**src/rtl/supv_pkg.sv**
```systemverilog
package supv_pkg;

  typedef enum logic {
    CH_QUALIFY = 1'b0,
    CH_GOOD    = 1'b1
  } ch_state_t;

  // Width of a counter that must hold values 0..max_val.
  function automatic int cnt_width(input int max_val);
    return (max_val < 1) ? 1 : $clog2(max_val + 1);
  endfunction

  // A rail is compliant when above its low trip and, in window mode,
  // not above its high trip.
  function automatic logic rail_valid(input logic above_uv, input logic above_ov,
                                      input logic window);
    return above_uv & ~(window & above_ov);
  endfunction

endpackage

```
**src/rtl/supv_sync.sv**
```systemverilog
module supv_sync #(
  parameter int WIDTH  = 9,
  parameter int STAGES = 2
) (
  input  logic             clk,
  input  logic             rst,
  input  logic [WIDTH-1:0] d,
  output logic [WIDTH-1:0] q
);

  logic [WIDTH-1:0] stage_q [STAGES];

  for (genvar s = 0; s < STAGES; s++) begin : g_stage
    if (s == 0) begin : g_first
      always_ff @(posedge clk) begin
        if (rst) stage_q[s] <= '0;
        else     stage_q[s] <= d;
      end
    end else begin : g_next
      always_ff @(posedge clk) begin
        if (rst) stage_q[s] <= '0;
        else     stage_q[s] <= stage_q[s-1];
      end
    end
  end

  assign q = stage_q[STAGES-1];

endmodule

```
**src/rtl/supv_off_timer.sv**
```systemverilog
module supv_off_timer
  import supv_pkg::*;
#(
  parameter int HOLD_CYC = 325
) (
  input  logic clk,
  input  logic rst,
  input  logic en_s,
  output logic hold
);

  localparam int CW = cnt_width(HOLD_CYC);
  localparam logic [CW-1:0] LIMIT = CW'(HOLD_CYC);

  logic [CW-1:0] off_cnt;

  // Counts synchronized-low enable samples, saturating at the limit.
  always_ff @(posedge clk) begin
    if (rst || en_s)         off_cnt <= '0;
    else if (off_cnt != LIMIT) off_cnt <= off_cnt + 1'b1;
  end

  // Released as soon as the synchronized enable is seen high again.
  assign hold = ~en_s & (off_cnt == LIMIT);

endmodule

```
**src/rtl/supv_channel.sv**
```systemverilog
module supv_channel
  import supv_pkg::*;
#(
  parameter int FILT_CYC = 750,
  parameter int STAB_CYC = 4000000
) (
  input  logic clk,
  input  logic rst,
  input  logic kill,
  input  logic vld,
  output logic ok
);

  localparam int SW = cnt_width(STAB_CYC);
  localparam int FW = cnt_width(FILT_CYC);
  localparam logic [SW-1:0] STAB_LAST = SW'(STAB_CYC - 1);
  localparam logic [FW-1:0] FILT_LAST = FW'(FILT_CYC - 1);

  ch_state_t state_q;
  logic [SW-1:0] stab_cnt;
  logic [FW-1:0] bad_cnt;

  always_ff @(posedge clk) begin
    if (rst || kill) begin
      state_q  <= CH_QUALIFY;
      stab_cnt <= '0;
      bad_cnt  <= '0;
    end else begin
      unique case (state_q)
        CH_QUALIFY: begin
          bad_cnt <= '0;
          if (!vld) begin
            stab_cnt <= '0;
          end else if (stab_cnt == STAB_LAST) begin
            stab_cnt <= '0;
            state_q  <= CH_GOOD;
          end else begin
            stab_cnt <= stab_cnt + 1'b1;
          end
        end
        CH_GOOD: begin
          stab_cnt <= '0;
          if (vld) begin
            bad_cnt <= '0;
          end else if (bad_cnt == FILT_LAST) begin
            bad_cnt <= '0;
            state_q <= CH_QUALIFY;
          end else begin
            bad_cnt <= bad_cnt + 1'b1;
          end
        end
        default: state_q <= CH_QUALIFY;
      endcase
    end
  end

  assign ok = (state_q == CH_GOOD);

endmodule

```
**src/rtl/rail_supervisor.sv**
```systemverilog
module rail_supervisor
  import supv_pkg::*;
#(
  parameter int NUM_CH      = 4,
  parameter int SYNC_STAGES = 2,
  parameter int FILT_CYC    = 750,
  parameter int STAB_CYC    = 4000000,
  parameter int EN_OFF_CYC  = 325,
  parameter bit WINDOW      = 1'b0
) (
  input  logic              clk,
  input  logic              rst,
  input  logic              bias_ok,
  input  logic              enable,
  input  logic [NUM_CH-1:0] uv_ok,
  input  logic [NUM_CH-1:0] ov_hi,
  output logic [NUM_CH-1:0] status,
  output logic              pgood
);

  localparam int SYW = 2 * NUM_CH + 1;

  logic [SYW-1:0]    sync_d, sync_q;
  logic [NUM_CH-1:0] uv_s, ov_s, vld_s, status_q;
  logic              en_s, hold, kill;

  assign sync_d = {enable, ov_hi, uv_ok};

  supv_sync #(
    .WIDTH (SYW),
    .STAGES(SYNC_STAGES)
  ) u_sync (
    .clk(clk),
    .rst(rst),
    .d  (sync_d),
    .q  (sync_q)
  );

  assign uv_s = sync_q[NUM_CH-1:0];
  assign ov_s = sync_q[2*NUM_CH-1:NUM_CH];
  assign en_s = sync_q[SYW-1];

  supv_off_timer #(
    .HOLD_CYC(EN_OFF_CYC)
  ) u_off (
    .clk (clk),
    .rst (rst),
    .en_s(en_s),
    .hold(hold)
  );

  // Lockout acts on the raw bias input so it does not wait for a clock.
  assign kill = ~bias_ok | hold;

  for (genvar g = 0; g < NUM_CH; g++) begin : g_ch
    assign vld_s[g] = rail_valid(uv_s[g], ov_s[g], WINDOW);

    supv_channel #(
      .FILT_CYC(FILT_CYC),
      .STAB_CYC(STAB_CYC)
    ) u_ch (
      .clk (clk),
      .rst (rst),
      .kill(kill),
      .vld (vld_s[g]),
      .ok  (status_q[g])
    );
  end

  assign status = status_q & {NUM_CH{bias_ok}};
  assign pgood  = (&status_q) & enable & bias_ok;

endmodule

```
**config.mk**
```make
export PLATFORM = sky130hd
export DESIGN_NAME = rail_supervisor
export DESIGN_NICKNAME = d
export VERILOG_FILES = /design/src/rtl/supv_pkg.sv /design/src/rtl/supv_sync.sv /design/src/rtl/supv_off_timer.sv /design/src/rtl/supv_channel.sv /design/src/rtl/rail_supervisor.sv
export SDC_FILE = /design/constraint.sdc
export NUM_CORES = 1
export LEC_CHECK = 0
export ABC_AREA = 1
export BUFFER_PORTS_ARGS = -buffer_cell sky130_fd_sc_hd__buf_2
export CAP_MARGIN = 20
export CORE_UTILIZATION = 63
export DETAILED_ROUTE_END_ITERATION = 8
export HOLD_SLACK_MARGIN = 0.15
export PLACE_DENSITY = 0.79
export SETUP_SLACK_MARGIN = 0.5
export SLEW_MARGIN = 20
export SYNTH_ARGS = -nofsm -noshare
export SYNTH_HDL_FRONTEND = slang
export SYNTH_HIERARCHICAL = 1
export SYNTH_SLANG_ARGS = --single-unit
```
**constraint.sdc**
```tcl
create_clock -name clk -period 1.9 [get_ports clk]
set_clock_uncertainty 0.05 [all_clocks]
set_input_delay 0.095 -clock clk [delete_from_list [all_inputs] [get_ports clk]]
set_output_delay 0.095 -clock clk [all_outputs]
set_load 0.005 [all_outputs]
```
# == Word level (Yosys, flattened, before mapping) ==
# Memory sizes are Yosys's and may differ from the RTL's.
# Index checks and enable logic that the tools add are counted.
# classes
addsub,9
n_eq_ne,10
mux,49
bitwise,13
n_reduce_logical,3
# op_table
cell,n
2-to-1 mux 22 bit,8
case mux 22 bit (2 select lines),4
adder 22 x 1 -> 22 bit (second input constant),4
equality test 22 bit (second input constant),4
2-to-1 mux 10 bit,8
case mux 10 bit (2 select lines),4
adder 10 x 1 -> 10 bit (second input constant),4
equality test 10 bit (second input constant),4
2-to-1 mux 1 bit,19
2-to-1 mux 9 bit,2
adder 9 x 1 -> 9 bit (second input constant),1
equality test 9 bit (second input constant),1
!= test 9 bit (second input constant),1
case mux 1 bit (2 select lines),4
inverter 1 bit,6
bitwise AND 4 bit,1
AND reduction 4 bit,1
bitwise AND 1 bit,3
bitwise OR 1 bit,3
logical OR 1 bit,2
# totals
register_bits,141
ramBits,18
inputBits,12
out_inout_bits,5
elab_cells,98
mem_count,1
# memory_table
name,depth,word_bits,read_ports,rd_ports_with_merged_regs,wr,line,source
u_sync.stage_q,2,9,2,0,2,supv_sync.sv:11,logic [WIDTH-1:0] stage_q [STAGES];

# == Depth between registers and ports, before layout ==
# logic_depth
word_depth,4
mapped_depth,12
ltp_nobuf,11

# == By module ==
# Netlist, hierarchy kept.
# by_module_without_submodules
module,instances,cells_per_inst,area_each_um2,seq_area_each_um2
supv_channel,4,242,1659.1,660.6
supv_sync,1,56,521.8,360.3
supv_off_timer,1,82,504.2,180.2
rail_supervisor,1,16,62.6,0.0

# == Worst setup path before layout ==
# Ideal clock, no wire load.
# synth_timing
path_kind,reg2reg
startpoint,register u_off.off_cnt[1]
endpoint,register g_ch[0].u_ch.stab_cnt[11]
setup_ns,0.070
t_arrival_ns,1.584
t_required_ns,1.780
path_slack_ns,0.196
path_stages_with_launch,13
n_path_buf,1
synth_period_minus_slack_ns,1.704
path_cell_list,dfxtp_1 -> inv_1 -> ha_1 -> nand2_1 -> nor2_2 -> nand2_1 -> nor2_1 -> inv_1 -> nand2_1 -> nor3_1 -> nand3_2 -> buf_6 -> a21oi_1
# synth_via
elab_chain_len,4
# synth_rtl
item,line,source
from (decl),supv_off_timer.sv:15,logic [CW-1:0] off_cnt;
from (signal assigned),supv_off_timer.sv:20,else if (off_cnt != LIMIT) off_cnt <= off_cnt + 1'b1;
equality test 9 bit,supv_off_timer.sv:24,assign hold = ~en_s & (off_cnt == LIMIT);
bitwise AND 1 bit,supv_off_timer.sv:24,
via hold,rail_supervisor.sv:25,"logic en_s, hold, kill;"
bitwise OR 1 bit,rail_supervisor.sv:53,assign kill = ~bias_ok | hold;
via kill,rail_supervisor.sv:25,
logical OR 1 bit,supv_channel.sv:24,if (rst || kill) begin
to (signal assigned),supv_channel.sv:38,stab_cnt <= stab_cnt + 1'b1;
to (decl),supv_channel.sv:20,logic [SW-1:0] stab_cnt;
# The timed path passes the listed nets, and every way through them passes these cells.
# A chain may end at the register's enable or synchronous reset.

# == Worst setup path after layout ==
# layout_timing
startpoint,register u_off.off_cnt[1]
endpoint,register g_ch[3].u_ch.bad_cnt[6]
# layout_via
elab_chain_len,4
# layout_rtl
item,line,source
equality test 9 bit,supv_off_timer.sv:24,
bitwise AND 1 bit,supv_off_timer.sv:24,
via hold,rail_supervisor.sv:25,
bitwise OR 1 bit,rail_supervisor.sv:53,
via kill,rail_supervisor.sv:25,
logical OR 1 bit,supv_channel.sv:24,
to (signal assigned),supv_channel.sv:49,bad_cnt <= bad_cnt + 1'b1;
to (decl),supv_channel.sv:21,logic [FW-1:0] bad_cnt;
# The timed path passes the listed nets, and every way through them passes these cells.

==> flow_summary.json <==
{
  "outcome": "completed",
  "maxSlewHeadroom_pct": 69.1,
  "core_area_um2": 11500,
  "cpPeakStageDelay_ps": 340,
  "first_pass_iters": 7,
  "syn_nets": 1124,
  "ant_nets": 0,
  "clk_pin_slew_ps": 60,
  "viasPerCell": 5.18,
  "p_comb_share_pct": 2.0,
  "via_count": 6788,
  "worst-path-buf-inv": 3,
  "arrival_ps": 1980,
  "drt-wirelength-per-cell_um": 11.8,
  "drive_gt1_share_pct": 14.7,
  "synth_cells": 1098,
  "cap_violations": 0,
  "die_w_um": 111,
  "clk_latency_ps": 420,
  "cp-end-kind": "register",
  "p_int_mw": 5.18,
  "cts_tree": "done",
  "path_delay_family": "simple AND/OR/NAND/NOR gates",
  "grt_usage_pct": 25.9,
  "grt_pass1_vias": 6282,
  "layout.nets": 1180,
  "finalSetupViolations": 0,
  "power_switching_share_pct": 21.5,
  "die_height_um": 111,
  "antenna_found_initial": 0,
  "htree_levels": 4,
  "place_congestion": 0.879,
  "cts_root_buf": "clkbuf_16",
  "crit_slowest_cell": "dfxtp_2",
  "avgSynthCellArea_um2": 6.83,
  "diodes": 0,
  "p_leak_nw": 2.96,
  "cts_buffers": 17,
  "power_frac_clock_pct": 49.7,
  "power.switching_mw": 1.42,
  "post-dp-hpwl_mm": 10.1,
  "hold_class": "input pin to register",
  "drt-initial-drc-count": 389,
  "tns_ps": 0,
  "whs_ps": 217,
  "drc": 0,
  "cts.sink_count": 151,
  "start_util_pct": 65.2,
  "nFillCells": 841,
  "dieArea_um2": 12400,
  "max_freq_mhz": 595,
  "yosys_warnings": 6,
  "worstPathCellList": "inv_2 > ha_4 > nand2_4 > nor2_4 > nand2_2 > nor2_2 > inv_2 > nand2_8 > nor2_2 > nand4_1 > buf_6 > a21oi_1",
  "max-vdd-ir-drop_v": 0.000713,
  "grt_setup_unrepaired": "yes",
  "synth_area_um2": 7500,
  "post-route-period-util_pct": 88.5,
  "tightest_slew_ps": 464,
  "portBuffers": 12,
  "seqPwrFrac_pct": 48.4,
  "final_core_util_pct": 76.7,
  "crit_type": "register to register",
  "crit_path_start_kind": "register",
  "wl_mm": 15.4,
  "crit_fanout": 10,
  "final_max_slew_viol_count": 0,
  "grt_pass1_wl_mm": 26.6,
  "hold_violations": 0,
  "power.density_nw_per_um2": 746,
  "grt_max_degree": 23,
  "period_minus_slack_ps": 1680,
  "cts_buffer_depth": 2,
  "grt_overflow": 0,
  "cp.required_ps": 2200,
  "synthToLayoutAreaGrowth_pct": 17.7,
  "io-pin-count": 17,
  "num_rows": 39
}
worst paths after layout:
check                             to  cells after the start                 start  slack, ps
max          g_ch[3].u_ch/bad_cnt[6]                     12      u_off/off_cnt[1]        220
min                  g_ch[2].u_ch/ok                      4                   rst        220
max reg2reg  g_ch[3].u_ch/bad_cnt[6]                     12      u_off/off_cnt[1]        220
min reg2reg     u_sync/stage_q[1][1]                      2  u_sync/stage_q[0][1]        350
metal layers:
| layer | wire, µm | share of wire (%) | up-vias | global-route usage [%] |
|---|---|---|---|---|
| met5 | 0 | 0 | - | 0 |
| li1 | - | - | 3540 | - |
| met4 | 210 | 1.4 | 0 | 8.92 |
| met1 | 7330 | 47 | 3105 | 32.5 |
| met3 | 519 | 3.4 | 24 | 5.90 |
| met2 | 7390 | 48 | 119 | 43.7 |
area by class of cell:
cell class	instances	area, µm²	area share (%)
timing repair buffer	47	429	4.86
inverter	126	475	5.38
multi-input combinational	811	4130	46.7
clock buffer	18	429	4.86
sequential	151	3050	34.5
tap	143	179	2.02
clock inverter	14	149	1.69
per-stage QoR:
step                total power, mW  instances  setup WS [ps]  instance area (µm²)
global route                   6.80       1310            127                 8840
global placement               3.35       1253            113                 7840
CTS                            6.64       1306            232                 8690
floorplan                      3.33       1098            329                 7590
finish                         6.60       1310            219                 8840
detailed placement             3.35       1253           39.6                 7840
timing repair:
action	in CTS	in global routing
hold buffers	12	0
setup buffers	8	4
pin swaps	4	10
endpoints found under the hold margin	13	0
gates resized for setup	26	37
cloned	1	0
endpoints found under the setup margin	133	133
tightest hold or removal path, cell delays in order:
cell	delay [ps]
buf_2	250
nor2_2	180
nand2_1	60
nor2_1	70
sequential cells by signal, summed over array words and instances, names as in the netlist:
| name | cells |
|---|---|
| u_sync/stage_q | 10 |
| g_ch.u_ch/stab_cnt | 88 |
| g_ch.u_ch/ok | 4 |
| g_ch.u_ch/bad_cnt | 40 |
| u_off/off_cnt | 9 |
cells in the final DEF, fill, tap and decap left out, types with 9 or more instances in the layout:
cell type / count
nand2_1: 280
nor2_1: 212
dfxtp_1: 140
inv_1: 119
nand3_1: 60
a21oi_1: 47
nor2_2: 27
o21ai_0: 26
xor2_1: 24
xnor2_1: 21
a21oi_2: 19
clkbuf_16: 17
ha_1: 13
nand4_1: 12
buf_4: 12
dlygate4sd3_1: 12
buf_2: 12
nor2_4: 10
nand3_2: 9
power by group through the flow:
stage	Sequential (mW)	Combinational, mW	Clock, mW
global route	3.19	0.141	3.47
detailed placement	3.26	0.0851	0
floorplan	3.26	0.0639	0
global placement	3.26	0.0832	0
CTS	3.19	0.116	3.33
finish	3.19	0.129	3.28
Note: power is estimated with default switching activity, not from simulation.
